--- src/rtl/cfr_pkg.sv ---
package cfr_pkg;
  localparam int CFR_AW = 8;
  localparam int CFR_DW = 32;

  localparam logic [CFR_AW-1:0] OFS_CTRL   = 8'h00;
  localparam logic [CFR_AW-1:0] OFS_STAT   = 8'h04;
  localparam logic [CFR_AW-1:0] OFS_CNT_LO = 8'h08;
  localparam logic [CFR_AW-1:0] OFS_CNT_HI = 8'h0C;
  localparam logic [CFR_AW-1:0] OFS_SCALE  = 8'h10;
  localparam logic [CFR_AW-1:0] OFS_IDENT  = 8'h1C;
  localparam logic [CFR_AW-1:0] OFS_FTAB   = 8'h20;

  localparam int BIT_EN    = 0;
  localparam int BIT_HALT  = 1;
  localparam int BIT_SCALE = 2;
  localparam int FSEL_LSB  = 8;

  typedef enum logic {FRAME_CTRL = 1'b0, FRAME_READ = 1'b1} frame_e;

  // table entry n lives at OFS_FTAB + 4n
  function automatic logic [CFR_AW-1:0] ftab_ofs(input int n);
    return OFS_FTAB + CFR_AW'(4 * n);
  endfunction
endpackage

--- src/rtl/cfr_decode.sv ---
module cfr_decode
  import cfr_pkg::*;
(
  input  logic              acc,
  input  logic              req_write,
  input  logic              req_nsec,
  input  logic              req_frame,
  input  logic [CFR_AW-1:0] req_addr,
  output logic              wr_ctrl,
  output logic              wr_scale,
  output logic              rd_grant,
  output logic              deny
);
  logic is_ctl;
  logic ctl_ok;

  always_comb begin
    is_ctl   = (req_frame == FRAME_CTRL);
    ctl_ok   = is_ctl && !req_nsec;
    deny     = acc && ((is_ctl && req_nsec) || (!is_ctl && req_write));
    wr_ctrl  = acc && req_write && ctl_ok && (req_addr == OFS_CTRL);
    wr_scale = acc && req_write && ctl_ok && (req_addr == OFS_SCALE);
    rd_grant = acc && !req_write && !deny;
  end
endmodule

--- src/rtl/cfr_ctrl_regs.sv ---
module cfr_ctrl_regs
  import cfr_pkg::*;
#(
  parameter int NUM_FREQ = 4,
  parameter logic [NUM_FREQ*32-1:0] FREQ_TABLE = '0,
  parameter bit SCALE_IMPL = 1'b1,
  localparam int FSEL_W = $clog2(NUM_FREQ)
) (
  input  logic              clk,
  input  logic              rst_n,
  input  logic              wr_ctrl,
  input  logic              wr_scale,
  input  logic [CFR_DW-1:0] wdata,
  input  logic              dbg_req,
  output logic              en,
  output logic              halt_dbg,
  output logic              scale_en,
  output logic [FSEL_W-1:0] fsel,
  output logic [CFR_DW-1:0] scale_inc,
  output logic              halt
);
  // valid: inside the table, and no zero entry at or before idx
  function automatic logic freq_ok(input logic [FSEL_W-1:0] idx);
    logic ok;
    ok = (int'(idx) < NUM_FREQ);
    for (int i = 0; i < NUM_FREQ; i++)
      if (i <= int'(idx) && FREQ_TABLE[32*i +: 32] == 32'd0) ok = 1'b0;
    return ok;
  endfunction

  logic [FSEL_W-1:0] wsel;
  logic              set_ok;
  logic              sel_ok;   // brought out for assertions
  logic              cfg_lock;

  assign wsel     = wdata[FSEL_LSB +: FSEL_W];
  assign set_ok   = wdata[BIT_EN] && freq_ok(wsel);
  assign sel_ok   = freq_ok(fsel);
  assign cfg_lock = en;
  assign halt     = halt_dbg & dbg_req;

  always_ff @(posedge clk or negedge rst_n) begin
    if (!rst_n) begin
      en       <= 1'b0;
      halt_dbg <= 1'b0;
      fsel     <= '0;
    end else if (wr_ctrl) begin
      en       <= set_ok;
      halt_dbg <= wdata[BIT_HALT];
      fsel     <= wsel;
    end
  end

  generate
    if (SCALE_IMPL) begin : g_scale
      always_ff @(posedge clk or negedge rst_n) begin
        if (!rst_n) begin
          scale_en  <= 1'b0;
          scale_inc <= '0;
        end else if (!cfg_lock) begin
          if (wr_ctrl)  scale_en  <= wdata[BIT_SCALE];
          if (wr_scale) scale_inc <= wdata;
        end
      end
    end else begin : g_noscale
      assign scale_en  = 1'b0;
      assign scale_inc = '0;
    end
  endgenerate

  assert_en_valid_R6: assert property (@(posedge clk) disable iff (!rst_n)
    en |-> sel_ok);
  assert_scale_frozen_R7: assert property (@(posedge clk) disable iff (!rst_n)
    en |=> ($stable(scale_inc) && $stable(scale_en)));
  assert_halt_needs_dbg_R11: assert property (@(posedge clk) disable iff (!rst_n)
    !dbg_req |-> !halt);
  assert_halt_needs_bit_R11: assert property (@(posedge clk) disable iff (!rst_n)
    !halt_dbg |-> !halt);
endmodule

--- src/rtl/cfr_rdmux.sv ---
module cfr_rdmux
  import cfr_pkg::*;
#(
  parameter int NUM_FREQ = 4,
  parameter logic [NUM_FREQ*32-1:0] FREQ_TABLE = '0,
  parameter bit SCALE_IMPL = 1'b1,
  localparam int FSEL_W = $clog2(NUM_FREQ)
) (
  input  logic              req_frame,
  input  logic [CFR_AW-1:0] req_addr,
  input  logic              en,
  input  logic              halt_dbg,
  input  logic              scale_en,
  input  logic [FSEL_W-1:0] fsel,
  input  logic [CFR_DW-1:0] scale_inc,
  input  logic              halt,
  input  logic              cnt_running,
  input  logic [63:0]       cnt_value,
  output logic [CFR_DW-1:0] rdata
);
  logic [CFR_DW-1:0] ctrl_word;

  always_comb begin
    ctrl_word = '0;
    ctrl_word[BIT_EN]    = en;
    ctrl_word[BIT_HALT]  = halt_dbg;
    ctrl_word[BIT_SCALE] = scale_en;
    ctrl_word[FSEL_LSB +: FSEL_W] = fsel;
  end

  always_comb begin
    rdata = '0;
    if (req_addr == OFS_CNT_LO) rdata = cnt_value[31:0];
    else if (req_addr == OFS_CNT_HI) rdata = cnt_value[63:32];
    else if (req_frame == FRAME_CTRL) begin
      if (req_addr == OFS_CTRL)  rdata = ctrl_word;
      if (req_addr == OFS_STAT)  rdata = {30'd0, halt, cnt_running};
      if (req_addr == OFS_SCALE) rdata = scale_inc;
      if (req_addr == OFS_IDENT) rdata = {31'd0, SCALE_IMPL};
      for (int i = 0; i < NUM_FREQ; i++)
        if (req_addr == ftab_ofs(i)) rdata = FREQ_TABLE[32*i +: 32];
    end
  end
endmodule

--- src/rtl/cnt_frames.sv ---
module cnt_frames
  import cfr_pkg::*;
#(
  parameter int NUM_FREQ = 4,
  parameter logic [NUM_FREQ*32-1:0] FREQ_TABLE =
    {32'd12_000_000, 32'd0, 32'd50_000_000, 32'd100_000_000},
  parameter bit SCALE_IMPL = 1'b1,
  localparam int FSEL_W = $clog2(NUM_FREQ)
) (
  input  logic              clk,
  input  logic              rst_n,
  input  logic              req_valid,
  output logic              req_ready,
  input  logic              req_write,
  input  logic              req_nsec,
  input  logic              req_frame,
  input  logic [7:0]        req_addr,
  input  logic [31:0]       req_wdata,
  output logic              rsp_valid,
  output logic              rsp_err,
  output logic [31:0]       rsp_rdata,
  input  logic [63:0]       cnt_value,
  input  logic              cnt_running,
  input  logic              dbg_req,
  output logic              ctl_enable,
  output logic              ctl_scale_en,
  output logic [FSEL_W-1:0] ctl_freq_sel,
  output logic [31:0]       ctl_scale_inc,
  output logic              ctl_halt
);
  logic acc, wr_ctrl, wr_scale, rd_grant, deny, halt_dbg;
  logic [CFR_DW-1:0] mux_data;

  assign req_ready = 1'b1;
  assign acc       = req_valid && req_ready;

  cfr_decode u_decode (
    .acc(acc), .req_write(req_write), .req_nsec(req_nsec), .req_frame(req_frame),
    .req_addr(req_addr), .wr_ctrl(wr_ctrl), .wr_scale(wr_scale),
    .rd_grant(rd_grant), .deny(deny)
  );

  cfr_ctrl_regs #(.NUM_FREQ(NUM_FREQ), .FREQ_TABLE(FREQ_TABLE), .SCALE_IMPL(SCALE_IMPL)) u_regs (
    .clk(clk), .rst_n(rst_n), .wr_ctrl(wr_ctrl), .wr_scale(wr_scale), .wdata(req_wdata),
    .dbg_req(dbg_req), .en(ctl_enable), .halt_dbg(halt_dbg), .scale_en(ctl_scale_en),
    .fsel(ctl_freq_sel), .scale_inc(ctl_scale_inc), .halt(ctl_halt)
  );

  cfr_rdmux #(.NUM_FREQ(NUM_FREQ), .FREQ_TABLE(FREQ_TABLE), .SCALE_IMPL(SCALE_IMPL)) u_mux (
    .req_frame(req_frame), .req_addr(req_addr), .en(ctl_enable), .halt_dbg(halt_dbg),
    .scale_en(ctl_scale_en), .fsel(ctl_freq_sel), .scale_inc(ctl_scale_inc),
    .halt(ctl_halt), .cnt_running(cnt_running), .cnt_value(cnt_value), .rdata(mux_data)
  );

  always_ff @(posedge clk or negedge rst_n) begin
    if (!rst_n) begin
      rsp_valid <= 1'b0;
      rsp_err   <= 1'b0;
      rsp_rdata <= '0;
    end else begin
      rsp_valid <= acc;
      rsp_err   <= deny;
      rsp_rdata <= rd_grant ? mux_data : '0;
    end
  end

  assert_rsp_follows_R1: assert property (@(posedge clk) disable iff (!rst_n)
    acc |=> rsp_valid);
  assert_no_idle_rsp_R1: assert property (@(posedge clk) disable iff (!rst_n)
    !acc |=> !rsp_valid);
  assert_ns_ctl_refused_R2: assert property (@(posedge clk) disable iff (!rst_n)
    (acc && req_nsec && req_frame == FRAME_CTRL) |=> (rsp_err && rsp_rdata == '0));
  assert_ns_ctl_no_write_R2: assert property (@(posedge clk) disable iff (!rst_n)
    (acc && req_write && req_nsec && req_frame == FRAME_CTRL)
      |=> ($stable(ctl_enable) && $stable(ctl_scale_inc) && $stable(ctl_freq_sel)));
  assert_read_frame_ok_R3: assert property (@(posedge clk) disable iff (!rst_n)
    (acc && !req_write && req_frame == FRAME_READ) |=> !rsp_err);
  assert_read_frame_wr_R4: assert property (@(posedge clk) disable iff (!rst_n)
    (acc && req_write && req_frame == FRAME_READ)
      |=> (rsp_err && $stable(ctl_enable) && $stable(ctl_scale_inc)));
endmodule

--- config.mk ---
export PLATFORM = sky130hd
export DESIGN_NAME = cnt_frames
export DESIGN_NICKNAME = d
export VERILOG_FILES = /design/src/rtl/cfr_pkg.sv /design/src/rtl/cfr_decode.sv /design/src/rtl/cfr_ctrl_regs.sv /design/src/rtl/cfr_rdmux.sv /design/src/rtl/cnt_frames.sv
export SDC_FILE = /design/constraint.sdc
export NUM_CORES = 1
export LEC_CHECK = 0
export ABC_AREA = 1
export BUFFER_PORTS_ARGS = -buffer_cell sky130_fd_sc_hd__buf_2
export CORE_ASPECT_RATIO = 0.9
export CORE_MARGIN = 2
export CORE_UTILIZATION = 40
export DETAILED_ROUTE_END_ITERATION = 10
export PLACE_DENSITY = 0.71
export SLEW_MARGIN = 10
export SYNTH_ARGS = -nofsm -noshare
export SYNTH_HDL_FRONTEND = slang
export SYNTH_SLANG_ARGS = --single-unit
export TNS_END_PERCENT = 1
--- constraint.sdc ---
create_clock -name clk -period 1.4 [get_ports clk]
set_input_delay 0.42 -clock clk [delete_from_list [all_inputs] [get_ports clk]]
set_output_delay 0.42 -clock clk [all_outputs]
set_load 0.01 [all_outputs]
Word-level counts from Yosys, hierarchy flattened
Cells that the tools add are included.

Latch bits: 0. Bits in read-only memories: 0. Logic and storage cells: 52. Input bits: 112. Memory bits (writable): 0. Memories: 0. Register bits after elaboration: 71. Output and inout port bits: 72.

Reduce and logical (&&, ||, !) cells: 18. Bitwise gates (word level): 3. Divide/modulo/power cells: 0. Equal/unequal tests: 9. Multipliers: 0. Shift operators: 0. Add/sub/neg operators: 0. $lt $le $gt $ge: 1. Mux-type cells: 13.

Operators by type and width (count): 2-to-1 mux 32 bit (10); == test 8 x 6 -> 1 bit, second input constant (4); 2-to-1 mux 10 bit (2); == test 8 x 4 -> 1 bit, second input constant (2); == test 8 x 5 -> 1 bit, second input constant (2); logical AND 1 bit (11); == test 8 x 3 -> 1 bit, second input constant (1); logical NOT 8 bit (1); AND reduction 2 bit (2); logical NOT 1 bit (3); <= comparator 2 bit, first input constant (1); NOT 1 bit (2); bitwise AND 1 bit (1); logical OR 1 bit (1); 2-to-1 mux 1 bit (1).

Logic depth before layout (Yosys ltp)
Depth in word-level cells: 13. Gate-level depth with buffers: 9. Mapped depth without buffers: 9.

By module
From an unflattened synthesis, not the netlist that was laid out.

Cells, all modules: 543. Area total of the unflattened synthesis: 3933.8 µm².

Modules (own cells, without submodules): cfr_ctrl_regs (area an instance 1581.5 µm², times used 1, seq. area each 925.9 µm², cells an instance 164); cnt_frames (area an instance 1136.1 µm², times used 1, seq. area each 850.8 µm², cells an instance 103); cfr_rdmux (area an instance 1106.1 µm², times used 1, seq. area each 0.0 µm², cells an instance 250); cfr_decode (area an instance 110.1 µm², times used 1, seq. area each 0.0 µm², cells an instance 26).

Worst setup path before layout
No wires, ideal clock.

Kind: in2reg. Start: in req_addr[7]. End: reg u_regs.scale_inc[3]. Path buffers: 1. Setup time: 0.121 ns. Arrival: 1.296 ns. Slack: -0.017 ns. Cell stages on the path: 7. Required time: 1.279 ns. Cell sequence: nor2_2 > nand3_1 > nor2_4 > nand3_2 > buf_2 > nand2_1 > o21ai_1.

Word-level cells in the longest chain between the ends: 3.

Ends and longest elaborated chain: start, declared (RTL line cnt_frames.sv:17) `input logic [7:0] req_addr,`; == test 8 x 5 -> 1 bit (RTL line cfr_decode.sv:22) `wr_scale = acc && req_write && ctl_ok && (req_addr == OFS_SCALE);`; logical AND 1 bit (RTL line cfr_decode.sv:22); AND reduction 2 bit (no line); end signal, assigned (RTL line cfr_ctrl_regs.sv:62) `if (wr_scale) scale_inc <= wdata;`; end, declared (RTL line cfr_ctrl_regs.sv:19) `output logic [CFR_DW-1:0] scale_inc,`.

Every way passes these cells. A chain may end at the register's enable or synchronous reset.

Worst setup path in the final report
Start: reg u_regs.halt_dbg. End: out ctl_halt.

Word-level cells in the longest chain between the ends: 1.

Ends and longest elaborated chain: start, declared (RTL line cfr_ctrl_regs.sv:16) `output logic halt_dbg,`; start signal, assigned (RTL line cfr_ctrl_regs.sv:49) `halt_dbg <= wdata[BIT_HALT];`; bitwise AND 1 bit (RTL line cfr_ctrl_regs.sv:40) `assign halt = halt_dbg & dbg_req;`; end, declared (RTL line cnt_frames.sv:29) `output logic ctl_halt`.

Every way passes these cells.

==> impl_metrics.csv <==
group,metric,value,unit
clock_network,clk_pin_slew_worst_paths,0.08,ns
floorplan,io_pins,184,
route,ant_nets,0,
setup_path,required,0.98,ns
route,wirelength_met1,5.393,mm
setup_path,crit_path_end_kind,"primary output",
worst_hold_path,hold_class,"in -> async",
route,routed-wl-met2,5.337,mm
route,dr.pass1.iters,5,
global_routing,overflow,0,
yosys,ys_seq_area_share,47.65,%
route,drtIter0Drc,249,
finish,finalInstanceArea,5256,um2
finish,area_growth,40.97,%
clock_network,root_buffer,"clkbuf_8",
yosys,synth_area,3729,um2
yosys,synth_edf_count,0,
power_and_ir_drop,p_leak,2.857,nW
floorplan,die_area,10110,um2
timing,fin_tns_setup,0,ns
global_routing,grtUsageTotal,23.76,%
clock_network,numCtsBuffers,9,
yosys,synth_flop_cell,"dfrtp_1",
global_routing,grt_start_max_net_pins,72,
yosys,yosys-top-cells-area,"dfrtp_1 48%, nand2_1 11%, o21ai_1 5.6%",
placement,pre_cts_ws,-0.3627,ns
finish,nets,774,
yosys,postSynth.asyncResetShare,100.0,%
clock_network,cts_buffer_depth,2,
placement,dp_hpwl,9.268,mm
setup_path,cp_slowest_cell,"dfrtp_1",
yosys,syn_inst,453,
yosys,synth.most_common_cell,"nand2_1",
global_routing,grt_pass1_wl,18.38,mm
setup_path,cp.arrival,0.96,ns
route,via_per_inst,4.856,
route,vias,3831,
setup_path,slowest_delay,0.39,ns
timing,fin_skew,0.006413,ns
clock_network,htree_levels,3,
route,wl_per_cell,15.03,um
timing,timing.final.ws_setup,0.02238,ns
floorplan,initial_core_util,41.05,%
power_and_ir_drop,powerDensity,806.0,nW/um2
yosys,synth_top_area_cell,"dfrtp_1",
setup_path,crit_fanout,2,
timing,post-route-period-util,98.40,%
route,remaining_drc_errors,0,
yosys,syn_nets,565,
global_routing,first_global_vias,3678,
floorplan,dieWidth,105.8,um
run,drv_cap,0,
power_and_ir_drop,peakVddDrop,0.5123,mV
finish,final_layout_size_suffix_gt1_share,45.58,%
yosys,syn_avg_cell_area,8.231,um2
clock_network,cts_tree,"yes",
clock_network,cts.sinks,71,
timing,rsz0062_at_grt,"true",
route,wl_met3,935,um
placement,gp_congestion,0.9505,
route,wl,11.86,mm
yosys,synth_cell_types,28,
route,top_layer_used,"met5",
floorplan,core-area,9084,um2
setup_path,path_class,"reg -> out",
timing,fin_hold_ws,0.06748,ns
timing,fin_crit,1.378,ns
timing,drv_slew,0,
yosys,synth_seq_cells,71,
yosys,synth_common_cells,"112 x nand2_1, 71 x dfrtp_1, 44 x inv_1, 42 x o21ai_1, 37 x a21oi_1",
clock_network,clock_latency,0.34,ns
placement,dpl-instance-area,5029,um2
yosys,yosysTopAreaCellShare,47.65,%
yosys,yosys_warnings,0,
global_routing,antenna_found_initial,1,
finish,diodes,0,
floorplan,rows,33,
timing,setup_viol_count_final,0,
timing,hold_viol,0,
setup_path,reg2reg_depth,5,
floorplan,die_y,95.60,um
setup_path,cp-start-kind,"register",
timing,fmax,0.7259,GHz
outcome,status,"finished clean",
placement,portBuffers,182,
setup_path,crit_chain,"nand2_1 -> inv_2 -> buf_2",
placed cells by master (no fill, tap or decap), types with 2 or more instances in the layout:
cell type / n
a21oi_1: 37
a21oi_2: 21
buf_12: 8
buf_2: 181
buf_4: 31
clkbuf_8: 11
clkinv_2: 2
dfrtp_1: 69
dfrtp_2: 2
inv_1: 43
inv_2: 7
nand2_1: 112
nand2_2: 5
nand3_1: 12
nand4_1: 10
nor2_1: 22
nor2_2: 6
nor2_4: 4
o211ai_1: 7
o21ai_0: 3
o21ai_1: 43
o21ai_2: 20
sequential cells by signal, indices dropped and copies added (netlist names):
name,cells
rsp_err,1
rsp_rdata,32
rsp_valid,1
u_regs.en,1
u_regs.fsel,2
u_regs.halt_dbg,1
u_regs.scale_en,1
u_regs.scale_inc,32
cell families after synthesis:
family	Yosys count	share of synthesized area, %
AND/OR/NAND/NOR	174	20.74
AO/OA/AOI/OAI	134	22.72
buffers and inverters	73	8.792
flip-flops	71	47.65
other	1	0.1006
layout make-up:
class | instances | area (um2)
Inverter | 51 | 191.4
Clock buffer | 11 | 151.4
Clock inverter | 5 | 56.30
Tap cell | 122 | 152.6
Sequential cell | 71 | 1779
Timing Repair Buffer | 220 | 1299
Multi-Input combinational cell | 309 | 1627
Fill cell | 872 | 3827
worst paths after layout:
| kind | startpoint | endpoint | slack [ns] |
|---|---|---|---|
| worst max-delay path | u_regs.halt_dbg$_DFFE_PN0P_ | ctl_halt | 0.02 |
| worst min-delay path | rst_n | rsp_rdata[1]$_DFF_PN0_ | 0.07 |
| worst max register to register | u_regs.en$_DFFE_PN0P_ | u_regs.scale_inc[16]$_DFFE_PN0P_ | 0.28 |
| worst min register to register | u_regs.scale_inc[25]$_DFFE_PN0P_ | u_regs.scale_inc[25]$_DFFE_PN0P_ | 0.52 |
| max in group asynchronous | rst_n | u_regs.scale_inc[21]$_DFFE_PN0P_ | 0.98 |
| min in group clk | req_valid | rsp_valid$_DFF_PN0_ | 0.23 |
worst max-delay path: cells and delay by family (launching register included):
family | cells | cell delay [ns]
DFF | 1 | 0.39
buffers and inverters | 2 | 0.17
and+or+nand+nor | 1 | 0.07
through the flow:
stage	instances	total power, mW	utilization [%]
final	789	4.237	57.87
after detailed placement	771	2.562	55.36
after CTS	788	4.293	57.75
after floorplan	453	2.254	-
after global placement	771	2.557	55.36
after global routing	789	4.427	57.87
layer usage:
layer  track usage, %  vias to the layer above
li1                 -                     1901
met1            31.93                     1739
met2            38.01                      173
met3            6.220                       16
met4            7.127                        2
met5                0                        -
where the power goes:
part | internal [mW] | switching, mW | total, mW
Sequential | 2.06 | 0.00251 | 2.06
Combinational | 0.218 | 0.245 | 0.463
Clock | 0.918 | 0.798 | 1.72
what timing repair did:
| action | CTS | global route |
|---|---|---|
| pin swaps | 0 | 1 |
| hold buffers | 0 | 0 |
| gates resized for setup | 1 | 4 |
| endpoints found under the setup margin | 2 | 8 |
| setup buffers | 1 | 1 |
| hold endpoints to repair | 0 | 0 |
Note: power is estimated with default switching activity, not from simulation.
